`src/rtl/hti_pkg.sv`:
```
package hti_pkg;

  // Widest hart index supported (up to 8 harts).
  localparam int HART_IDX_W = 3;
  localparam int TIME_W     = 64;

  typedef enum logic [2:0] {
    ACC_NONE    = 3'd0,
    ACC_SOFT    = 3'd1,
    ACC_CMP_LO  = 3'd2,
    ACC_CMP_HI  = 3'd3,
    ACC_TIME_LO = 3'd4,
    ACC_TIME_HI = 3'd5
  } acc_kind_e;

  typedef struct packed {
    acc_kind_e               kind;
    logic [HART_IDX_W-1:0]   hart;
  } acc_dec_t;

endpackage

```
`src/rtl/hti_addr_decode.sv`:
```
module hti_addr_decode
  import hti_pkg::*;
#(
  parameter int          ADDR_W    = 16,
  parameter int          NUM_HARTS = 4,
  parameter int unsigned SOFT_BASE = 32'h0000,
  parameter int unsigned CMP_BASE  = 32'h4000,
  parameter int unsigned TIME_BASE = 32'hBFF8
) (
  input  logic [ADDR_W-1:0] addr,
  output acc_dec_t          dec
);

  localparam logic [31:0] SOFT_SPAN = 32'(4 * NUM_HARTS);
  localparam logic [31:0] CMP_SPAN  = 32'(8 * NUM_HARTS);

  logic [31:0] addr_w;
  logic [31:0] soft_off;
  logic [31:0] cmp_off;

  assign addr_w   = 32'(addr);
  assign soft_off = addr_w - SOFT_BASE;
  assign cmp_off  = addr_w - CMP_BASE;

  always_comb begin
    dec.kind = ACC_NONE;
    dec.hart = '0;
    if (addr_w[1:0] != 2'b00) begin
      dec.kind = ACC_NONE;
    end else if (soft_off < SOFT_SPAN) begin
      dec.kind = ACC_SOFT;
      dec.hart = HART_IDX_W'(soft_off >> 2);
    end else if (cmp_off < CMP_SPAN) begin
      dec.kind = cmp_off[2] ? ACC_CMP_HI : ACC_CMP_LO;
      dec.hart = HART_IDX_W'(cmp_off >> 3);
    end else if (addr_w == TIME_BASE) begin
      dec.kind = ACC_TIME_LO;
    end else if (addr_w == TIME_BASE + 32'd4) begin
      dec.kind = ACC_TIME_HI;
    end
  end

endmodule

```
`src/rtl/hti_timebase.sv`:
```
module hti_timebase
  import hti_pkg::*;
#(
  parameter int unsigned TICK_DIV = 10
) (
  input  logic              clk,
  input  logic              rst_n,
  output logic [TIME_W-1:0] time_val
);

  logic tick;

  generate
    if (TICK_DIV <= 1) begin : g_nodiv
      assign tick = 1'b1;
    end else begin : g_div
      localparam int DW = $clog2(TICK_DIV);
      logic [DW-1:0] cnt_q;
      logic [DW-1:0] cnt_d;

      assign tick = (cnt_q == DW'(TICK_DIV - 1));

      always_comb begin
        cnt_d = tick ? '0 : cnt_q + 1'b1;
      end

      always_ff @(posedge clk or negedge rst_n) begin
        if (!rst_n) cnt_q <= '0;
        else        cnt_q <= cnt_d;
      end
    end
  endgenerate

  logic [TIME_W-1:0] time_q;
  logic [TIME_W-1:0] time_d;

  always_comb begin
    time_d = time_q + TIME_W'(1);
  end

  always_ff @(posedge clk or negedge rst_n) begin
    if (!rst_n)    time_q <= '0;
    else if (tick) time_q <= time_d;
  end

  assign time_val = time_q;

endmodule

```
`src/rtl/hti_hart_ctx.sv`:
```
module hti_hart_ctx
  import hti_pkg::*;
(
  input  logic              clk,
  input  logic              rst_n,
  input  logic              wr_soft,
  input  logic              wr_lo,
  input  logic              wr_hi,
  input  logic [31:0]       wdata,
  input  logic [TIME_W-1:0] time_val,
  output logic [TIME_W-1:0] cmp_val,
  output logic              soft_pend,
  output logic              tmr_pend
);

  logic [TIME_W-1:0] cmp_q;
  logic [TIME_W-1:0] cmp_d;
  logic              soft_q;
  logic              soft_d;
  logic              cmp_en;

  assign cmp_en = wr_lo | wr_hi;

  always_comb begin
    cmp_d = cmp_q;
    if (wr_lo) cmp_d[31:0]  = wdata;
    if (wr_hi) cmp_d[63:32] = wdata;
    soft_d = wdata[0];
  end

  always_ff @(posedge clk or negedge rst_n) begin
    if (!rst_n)      cmp_q <= '0;
    else if (cmp_en) cmp_q <= cmp_d;
  end

  always_ff @(posedge clk or negedge rst_n) begin
    if (!rst_n)       soft_q <= 1'b0;
    else if (wr_soft) soft_q <= soft_d;
  end

  // Live comparison every cycle against the running counter.
  assign tmr_pend  = (cmp_q <= time_val);
  assign cmp_val   = cmp_q;
  assign soft_pend = soft_q;

endmodule

```
`src/rtl/hart_timer_irq.sv`:
```
module hart_timer_irq
  import hti_pkg::*;
#(
  parameter int          NUM_HARTS = 4,
  parameter int          ADDR_W    = 16,
  parameter int unsigned SOFT_BASE = 32'h0000,
  parameter int unsigned CMP_BASE  = 32'h4000,
  parameter int unsigned TIME_BASE = 32'hBFF8,
  parameter int unsigned TICK_DIV  = 10
) (
  input  logic                 clk,
  input  logic                 rst_n,
  input  logic                 req_valid,
  input  logic                 req_write,
  input  logic [ADDR_W-1:0]    req_addr,
  input  logic [31:0]          req_wdata,
  output logic                 rsp_ready,
  output logic [31:0]          rsp_rdata,
  output logic [NUM_HARTS-1:0] soft_irq,
  output logic [NUM_HARTS-1:0] timer_irq
);

  // Reset: asserted asynchronously, released on a clock edge.
  logic rst_meta_q;
  logic rst_sync_n;

  always_ff @(posedge clk or negedge rst_n) begin
    if (!rst_n) begin
      rst_meta_q <= 1'b0;
      rst_sync_n <= 1'b0;
    end else begin
      rst_meta_q <= 1'b1;
      rst_sync_n <= rst_meta_q;
    end
  end

  logic [TIME_W-1:0] time_now;

  hti_timebase #(.TICK_DIV(TICK_DIV)) timebase_i (
    .clk      (clk),
    .rst_n    (rst_sync_n),
    .time_val (time_now)
  );

  acc_dec_t dec;

  hti_addr_decode #(
    .ADDR_W    (ADDR_W),
    .NUM_HARTS (NUM_HARTS),
    .SOFT_BASE (SOFT_BASE),
    .CMP_BASE  (CMP_BASE),
    .TIME_BASE (TIME_BASE)
  ) decode_i (
    .addr (req_addr),
    .dec  (dec)
  );

  logic wr_req;
  logic rd_req;
  assign wr_req = req_valid & req_write;
  assign rd_req = req_valid & ~req_write;

  logic [TIME_W-1:0]    cmp_arr [NUM_HARTS];
  logic [NUM_HARTS-1:0] soft_vec;
  logic [NUM_HARTS-1:0] tmr_vec;

  generate
    for (genvar h = 0; h < NUM_HARTS; h++) begin : g_hart
      logic hit;
      assign hit = wr_req && (dec.hart == HART_IDX_W'(h));

      hti_hart_ctx ctx_i (
        .clk       (clk),
        .rst_n     (rst_sync_n),
        .wr_soft   (hit && (dec.kind == ACC_SOFT)),
        .wr_lo     (hit && (dec.kind == ACC_CMP_LO)),
        .wr_hi     (hit && (dec.kind == ACC_CMP_HI)),
        .wdata     (req_wdata),
        .time_val  (time_now),
        .cmp_val   (cmp_arr[h]),
        .soft_pend (soft_vec[h]),
        .tmr_pend  (tmr_vec[h])
      );
    end
  endgenerate

  // Read path: next-state selection.
  logic [31:0] rd_d;
  logic        snap_en;
  logic [31:0] snap_q;

  always_comb begin
    rd_d = '0;
    for (int h = 0; h < NUM_HARTS; h++) begin
      if (dec.hart == HART_IDX_W'(h)) begin
        case (dec.kind)
          ACC_SOFT:   rd_d = {31'b0, soft_vec[h]};
          ACC_CMP_LO: rd_d = cmp_arr[h][31:0];
          ACC_CMP_HI: rd_d = cmp_arr[h][63:32];
          default:    ;
        endcase
      end
    end
    if (dec.kind == ACC_TIME_LO) rd_d = time_now[31:0];
    if (dec.kind == ACC_TIME_HI) rd_d = snap_q;
  end

  assign snap_en = rd_req && (dec.kind == ACC_TIME_LO);

  always_ff @(posedge clk or negedge rst_sync_n) begin
    if (!rst_sync_n)  snap_q <= '0;
    else if (snap_en) snap_q <= time_now[63:32];
  end

  logic        ready_q;
  logic [31:0] rdata_q;

  always_ff @(posedge clk or negedge rst_sync_n) begin
    if (!rst_sync_n) ready_q <= 1'b0;
    else             ready_q <= req_valid;
  end

  always_ff @(posedge clk or negedge rst_sync_n) begin
    if (!rst_sync_n) rdata_q <= '0;
    else if (rd_req) rdata_q <= rd_d;
  end

  assign rsp_ready = ready_q;
  assign rsp_rdata = rdata_q;
  assign soft_irq  = soft_vec;
  assign timer_irq = tmr_vec;

endmodule

```
`config.mk`:
```
export PLATFORM = sky130hd
export DESIGN_NAME = hart_timer_irq
export DESIGN_NICKNAME = d
export VERILOG_FILES = /design/src/rtl/hti_pkg.sv /design/src/rtl/hti_addr_decode.sv /design/src/rtl/hti_timebase.sv /design/src/rtl/hti_hart_ctx.sv /design/src/rtl/hart_timer_irq.sv
export SDC_FILE = /design/constraint.sdc
export NUM_CORES = 1
export LEC_CHECK = 0
export ABC_AREA = 0
export BUFFER_PORTS_ARGS = -buffer_cell sky130_fd_sc_hd__buf_2
export CAP_MARGIN = 25
export CORE_ASPECT_RATIO = 1.75
export CORE_MARGIN = 2
export CORE_UTILIZATION = 35
export CTS_CLUSTER_DIAMETER = 150
export DETAILED_ROUTE_END_ITERATION = 12
export REMOVE_ABC_BUFFERS = 1
export SLEW_MARGIN = 5
export SYNTH_ARGS = -nofsm -noshare
export SYNTH_HDL_FRONTEND = slang
export SYNTH_SLANG_ARGS = --single-unit
```
`constraint.sdc`:
```
create_clock -name clk -period 15.35 [get_ports clk]
set_input_delay 1.535 -clock clk [delete_from_list [all_inputs] [get_ports clk]]
set_output_delay 1.535 -clock clk [all_outputs]
set_load 0.005 [all_outputs]
```
==> flow_summary_export.csv, run 1 <==
group,metric,value,unit
run_status,status,"finished clean",
power,switching_share,24.24,%
power,p_sw,0.0005270,W
yosys,async_flop_share,100.0,%
placement,port_buffers,92,
routing,wl,95670,um
clocking,clkLatencyLatePin,600,ps
yosys,synth_ff_type,"dfrtp_1",
die,die_y,350.4,um
die,core,68170,um^2
power,leakage,12.80,nW
setup_path,start_kind,"register",
yosys,ys_ff_latch,395,
setup_path,crit_path_max_fanout,5,
sta,finClkSkew,23.43,ps
placement,preCtsSetupSlack,10280,ps
yosys,yosysWarnings,0,
sta,setup_tns,0,ps
cells_and_area,layout_commonest_cell,"dfrtp_1",
sta,hold_violations,0,
yosys,synth-edff-count,0,
setup_path,cp_data_required_time,13820,ps
yosys,synth.avg_cell_area,11.25,um^2
clocking,path_clk_slew,70,ps
sta,tightest_slew,1176,ps
power,irDropWorstVdd,0.06470,mV
sta,finalSetupViolCount,0,
power,p_total,0.002174,W
sta,rsz0062_at_grt,"no",
grt,grt_pass1_vias,19810,
sta,maxSlewViolCount,0,
clocking,clock_sinks,395,
routing,vias_per_cell,6.063,
routing,vias,19040,
clocking,ctsHoldBuffers,0,
grt,grt_max_degree,180,
clocking,htreeDepth,2,
sta,finalWorstSetupSlack,9779,ps
clocking,postCtsSetupRepairBufs,0,
yosys,yosysTopAreaCell,"dfrtp_1",
power,internal-power,0.001647,W
cells_and_area,nets,2512,
die,die_area,70770,um^2
grt,grt_first_pass_wirelength,137600,um
power,p_seq_share,48.1,%
setup_path,end_kind,"output pin",
setup_path,r2r_slack,12140,ps
yosys,synth_seq_area_share,41.18,%
grt,grt_overflow,0,
grt,gr-usage-all-layers,26.93,%
die,die_width,202.0,um
sta,fmax,179.5,MHz
yosys,yosys-top-cells-area,"dfrtp_1, ha_1, mux2_2",
yosys,synthDistinctLibCells,76,
sta,post-route-period-util,36.30,%
setup_path,arrival,4040,ps
die,pin_count,93,
routing,firstDrtPassIters,5,
placement,place_hpwl,71180,um
die,initial_core_util,35.21,%
yosys,synth_top_area_share,41.18,%
placement,placed_cells,3065,
power,power_density,81.32,nW/um^2
setup_path,critical_path_class,"reg2out",
clocking,cts_buffer_depth,3,
yosys,syn_inst,2133,
cells_and_area,syn_to_final_growth,11.38,%
routing,drtIter0Drc,1352,
clocking,root_buffer,"clkbuf_16",
placement,place_congestion,1.013,
routing,drc,0,
cells_and_area,drive_gt1_share,23.38,%
power,power.share.clock,48.3,%
routing,wl_per_cell,30.47,um
power,pwr-share-comb,3.6,%
cells_and_area,final_cells,3140,
die,rows,127,
grt,grt_antenna_before_repair,3,
clocking,cts_buffers,39,
job,maxCapViolCount,0,
sta,slew_headroom,21.59,%
routing,antenna_left,0,
worst_hold_path,hp-class,"reg2async",
sta,post-route-min-period,5571,ps
clocking,tritoncts,"done",
yosys,syn-cell-area,24000,um^2
clocking,cts_resized,0,
cells_and_area,layout_common_cells,"dfrtp_1, mux2_2, ha_1, o21ai_0, a21oi_1",
[synthesized netlist by cell type (53+ instances only)]
master,n
ha_1,257
inv_1,80
nor2_1,72
o21ai_0,127
mux2_2,283
nand2_1,87
a22oi_1,53
nand4_1,58
nand3_1,58
dfrtp_1,395
xnor2_1,63
a21oi_1,101
[registers in the layout, summed over array words and instances, names as in the netlist, 4 cells and up]
register and flops:
g_hart.ctx_i.soft_pend 4, snap_q 32, g_hart.ctx_i.cmp_val 256, timebase_i.g_div.cnt_q 4, rsp_rdata 32, timebase_i.time_val 64
[final timing paths]
check / start / to / cells past startpoint
max in group asynchronous: rst_sync_n / g_hart[2].ctx_i.cmp_val[18] / 3
min in group clk: rst_meta_q / rst_sync_n / 0
worst max register to register: rst_sync_n / g_hart[2].ctx_i.cmp_val[18] / 3
worst min-delay path: rst_sync_n / g_hart[1].ctx_i.cmp_val[46] / 0
worst max-delay path: timebase_i.time_val[9] / timer_irq[2] / 10
worst min register to register: rst_sync_n / g_hart[1].ctx_i.cmp_val[46] / 0
[kinds of logic after synthesis]
kind of cell	Yosys count	synth area share, %
buffers and inverters	174	3.519
other	1	0.01562
adders and majority gates	257	13.40
and+or+nand+nor	410	9.534
xor gates and xnor gates	63	2.299
AOI/OAI and AO/OA	457	12.10
DFF	395	41.18
muxes	376	17.95
[layer usage]
metal	wire length, um	share of wire [%]	track usage [%]	vias to the layer above
li1	-	-	-	8176
met1	31940	33	26.99	9591
met2	48270	50	48.10	871
met3	4643	4.9	3.335	398
met4	10800	11	25.48	2
met5	15	0.016	0	-
[power by group through the flow]
stage	clock, W	combinational (W)	sequential [W]
6_report	0.00105	0.0000786	0.00105
5_1_grt	0.00110	0.0000842	0.00105
4_1_cts	0.00106	0.0000788	0.00105
3_5_place_dp	0	0.0000786	0.00107
3_3_place_gp	0	0.0000772	0.00107
2_1_floorplan	0	0.0000151	0.00108
[worst max-delay path, stage by stage (launching register included)]
cell,delay (ps)
dfrtp_1,480
inv_1,220
ha_1,360
nand3_1,110
nor3_1,880
nand2_1,120
o211ai_1,370
a22oi_1,210
o211ai_1,230
o21ai_0,250
buf_2,210
[per-stage QoR]
step | instance area (um^2) | util (%) | hold slack, ps
global placement | 25370 | 37.21 | 255.3
detailed placement | 25390 | 37.24 | 256.3
global route | 26730 | 39.21 | 280.8
floorplan | 23460 | - | 331.2
finish | 26740 | 39.22 | 247.3
CTS | 26730 | 39.20 | 260.6
[layout make-up]
class | count | area [um^2]
inverters | 80 | 300.3
multi-input cells | 1564 | 13350
well taps | 903 | 1130
fillers | 6558 | 41430
diodes | 4 | 10.01
clock inverters | 20 | 257.7
repair buffers | 123 | 720.7
clock buffers | 51 | 1081
flip-flops and latches | 395 | 9888
Note: power is estimated with default switching activity, not from simulation.
==> run 2: changes to the inputs <==
--- a/config.mk
+++ b/config.mk
@@ -5,7 +5,7 @@
 export SDC_FILE = /design/constraint.sdc
 export NUM_CORES = 1
 export LEC_CHECK = 0
-export ABC_AREA = 0
+export ABC_AREA = 1
 export BUFFER_PORTS_ARGS = -buffer_cell sky130_fd_sc_hd__buf_2
 export CAP_MARGIN = 25
 export CORE_ASPECT_RATIO = 1.75
==> constraint.sdc (replaced) <==
create_clock -name clk -period 4.64 [get_ports clk]
set_input_delay 0.464 -clock clk [delete_from_list [all_inputs] [get_ports clk]]
set_output_delay 0.464 -clock clk [all_outputs]
set_load 0.005 [all_outputs]
==> run 2 against run 1 <==
Net effect:
- global-route usage shrank 1.2 points
- combinational power rose to 2.5 times the previous value
- cell count is 30% higher
- register-to-register slack lost 11000 ps
- clock power rose to 3.3 times the previous value
- synthesized area grew 2.4%
- critical endpoint is now timer_irq[3]
==> flow_summary_export.csv, run 2 <==
group,metric,value,unit
sta,tightest_slew,1233,ps
routing,drtIter0Drc,1534,
die,pin_count,93,
yosys,ys_ff_latch,395,
placement,place_hpwl,68280,um
routing,drc,0,
cells_and_area,fin_area,27370,um^2
power,internal-power,0.005401,W
yosys,synthDistinctLibCells,44,
routing,wl_per_cell,22.85,um
sta,finalWorstSetupSlack,750.5,ps
routing,antenna_left,0,
setup_path,end_kind,"output pin",
power,p_seq_share,48.9,%
worst_hold_path,hp-class,"in2reg",
sta,maxSlewViolCount,0,
power,p_sw,0.001671,W
setup_path,slowest_stage,"nor3_1",
yosys,synth_seq_area_share,40.22,%
die,core,69510,um^2
grt,gr-usage-all-layers,25.72,%
grt,grt_pass1_vias,21980,
power,switching_share,23.63,%
clocking,cts_buffers,40,
yosys,yosysMostFrequentCell,"nand2_1",
routing,vias_per_cell,5.435,
sta,post-route-period-util,83.82,%
clocking,tritoncts,"done",
die,die_y,354.6,um
sta,setup_tns,0,ps
cells_and_area,syn_to_final_growth,11.36,%
sta,fmax,257.1,MHz
cells_and_area,drive_gt1_share,8.394,%
yosys,yosysTopAreaCell,"dfrtp_1",
cells_and_area,layout_commonest_cell,"nand2_1",
power,pwr-share-comb,2.8,%
setup_path,start_kind,"register",
yosys,syn_inst,3099,
routing,firstDrtPassIters,6,
die,rows,128,
setup_path,crit_path_max_fanout,7,
sta,post-route-min-period,3889,ps
yosys,synth.avg_cell_area,7.931,um^2
yosys,synth-edff-count,0,
routing,wl,92940,um
setup_path,slowest_delay,710,ps
placement,dpl_cell_area,26000,um^2
die,die_width,204.3,um
setup_path,cp_data_required_time,4180,ps
placement,port_buffers,92,
sta,hold_violations,0,
die,initial_core_util,35.36,%
clocking,postCtsSetupRepairBufs,0,
setup_path,crit_chain,"inv_1, ha_1, nand4_1, nor3_1, nand2_1, nor4_1, nand4_1, nand2_1, buf_2",
clocking,htreeDepth,2,
sta,fin_hold_ws,26.79,ps
die,die_area,72440,um^2
yosys,synth_ff_type,"dfrtp_1",
power,leakage,13.47,nW
sta,slew_headroom,17.82,%
yosys,yosys-top-cells-area,"dfrtp_1, nand2_1, ha_1",
grt,grt_overflow,0,
sta,finalSetupViolCount,0,
sta,finClkSkew,20.20,ps
sta,rsz0062_at_grt,"no",
placement,placed_cells,3997,
cells_and_area,antenna_cells,0,
cells_and_area,nets,3441,
cells_and_area,nFillCells,7241,
yosys,synth_top_area_share,40.22,%
yosys,ys_top_cells_by_count,"nand2_1, dfrtp_1, o21ai_0",
clocking,clkLatencyLatePin,580,ps
setup_path,critical_path_class,"reg2out",
yosys,yosysWarnings,0,
power,power_density,258.4,nW/um^2
grt,grt_first_pass_wirelength,138700,um
run_status,status,"finished clean",
clocking,path_clk_slew,70,ps
yosys,async_flop_share,100.0,%
yosys,syn-cell-area,24580,um^2
power,power.share.clock,48.3,%
setup_path,arrival,3430,ps
power,irDropWorstVdd,0.1888,mV
job,maxCapViolCount,0,
cells_and_area,largest_reg_flops,256,
clocking,clock_sinks,395,
grt,grt_max_degree,204,
placement,place_congestion,0.9575,
placement,preCtsSetupSlack,1087,ps
routing,vias,22110,
cells_and_area,layout_common_cells,"nand2_1, dfrtp_1, o21ai_0, ha_1, inv_1",
grt,grt_antenna_before_repair,0,
clocking,cts_buffer_depth,3,
clocking,root_buffer,"clkbuf_16",
cells_and_area,final_cells,4067,
[run 2: cell types whose count changed after synthesis, sizes merged, moves of 39 or more]
| cell | previous run | this run |
|---|---|---|
| o21ai | 135 | 311 |
| nand2 | 88 | 950 |
| clkbuf | 32 | 87 |
| nand3 | 58 | 174 |
| nor2 | 78 | 134 |
| mux2i | 39 | 0 |
| a22oi | 53 | 0 |
| mux2 | 326 | 0 |
| a21oi | 101 | 160 |
| inv | 80 | 192 |
| nand4 | 61 | 173 |
| xnor2 | 63 | 0 |
| xor2 | 0 | 63 |
[run 2: logic make-up (layout without fill, tap and decap cells)]
family          after synthesis  after routing  share of synthesized area (%)
flops                       395            395                          40.22
other cells                   1              1                        0.01526
fa+ha+maj                   257            257                          13.08
xor+xnor                     63             63                          2.245
simple gates               1511           1511                          27.18
buf+inv                     340            398                          5.676
compound gates              532            532                          11.58
[run 2: layout make-up]
cell class | instances | area (um^2) | area share (%)
inverters | 194 | 728.2 | 2.661
multi-input cells | 2364 | 13360 | 48.82
repair buffers | 137 | 945.9 | 3.456
clock inverters | 16 | 193.9 | 0.7086
well taps | 910 | 1139 | 4.160
clock buffers | 51 | 1114 | 4.069
flip-flops and latches | 395 | 9888 | 36.13
[run 2: worst paths after layout]
| check | startpoint | to | slack (ps) | depth (start not counted) |
|---|---|---|---|---|
| min in group asynchronous | rst_n | rst_sync_n | 210 | 2 |
| setup / recovery | timebase_i.time_val[39] | timer_irq[3] | 750 | 9 |
| max in group asynchronous | rst_sync_n | rsp_rdata[27] | 3150 | 1 |
| setup reg to reg | timebase_i.time_val[0] | timebase_i.time_val[63] | 1620 | 7 |
| hold reg to reg | rst_meta_q | rst_sync_n | 350 | 0 |
| hold / removal | req_valid | rsp_ready | 30 | 1 |
[run 2: worst max-delay path, delay by kind of cell, from the launching register on]
| family | cells | cell delay, ps |
|---|---|---|
| AND/OR/NAND/NOR | 6 | 1790 |
| adder cells (fa/ha/maj) | 1 | 370 |
| flip-flops | 1 | 360 |
| buffers and inverters | 2 | 330 |
[run 2: layer usage]
layer	wire length, um	GRT usage [%]	part of all wire [%]	vias up
met1	34420	28.61	37	10430
met5	0	0	0	-
li1	-	-	-	10610
met3	4257	2.571	4.6	294
met2	45450	44.28	49	776
met4	8812	20.97	9.5	0
[run 2: metrics by stage]
step,utilization (%),power [W]
2_1_floorplan,-,0.003616
3_3_place_gp,37.41,0.003727
3_5_place_dp,37.41,0.003727
4_1_cts,39.31,0.007126
5_1_grt,39.38,0.007260
6_report,39.38,0.007072
[run 2: timing repair]
action | 4_1_cts | 5_1_grt
gates resized for setup | 0 | 0
hold buffers | 1 | 0
hold endpoints to repair | 2 | 0
[run 2: power by group through the flow]
stage	clock network, W	logic (W)	registers, W
after detailed placement	0	0.000202	0.00353
after floorplan	0	0.0000517	0.00356
after global routing	0.00358	0.000219	0.00346
after CTS	0.00346	0.000203	0.00346
after global placement	0	0.000202	0.00353
final	0.00342	0.000197	0.00346
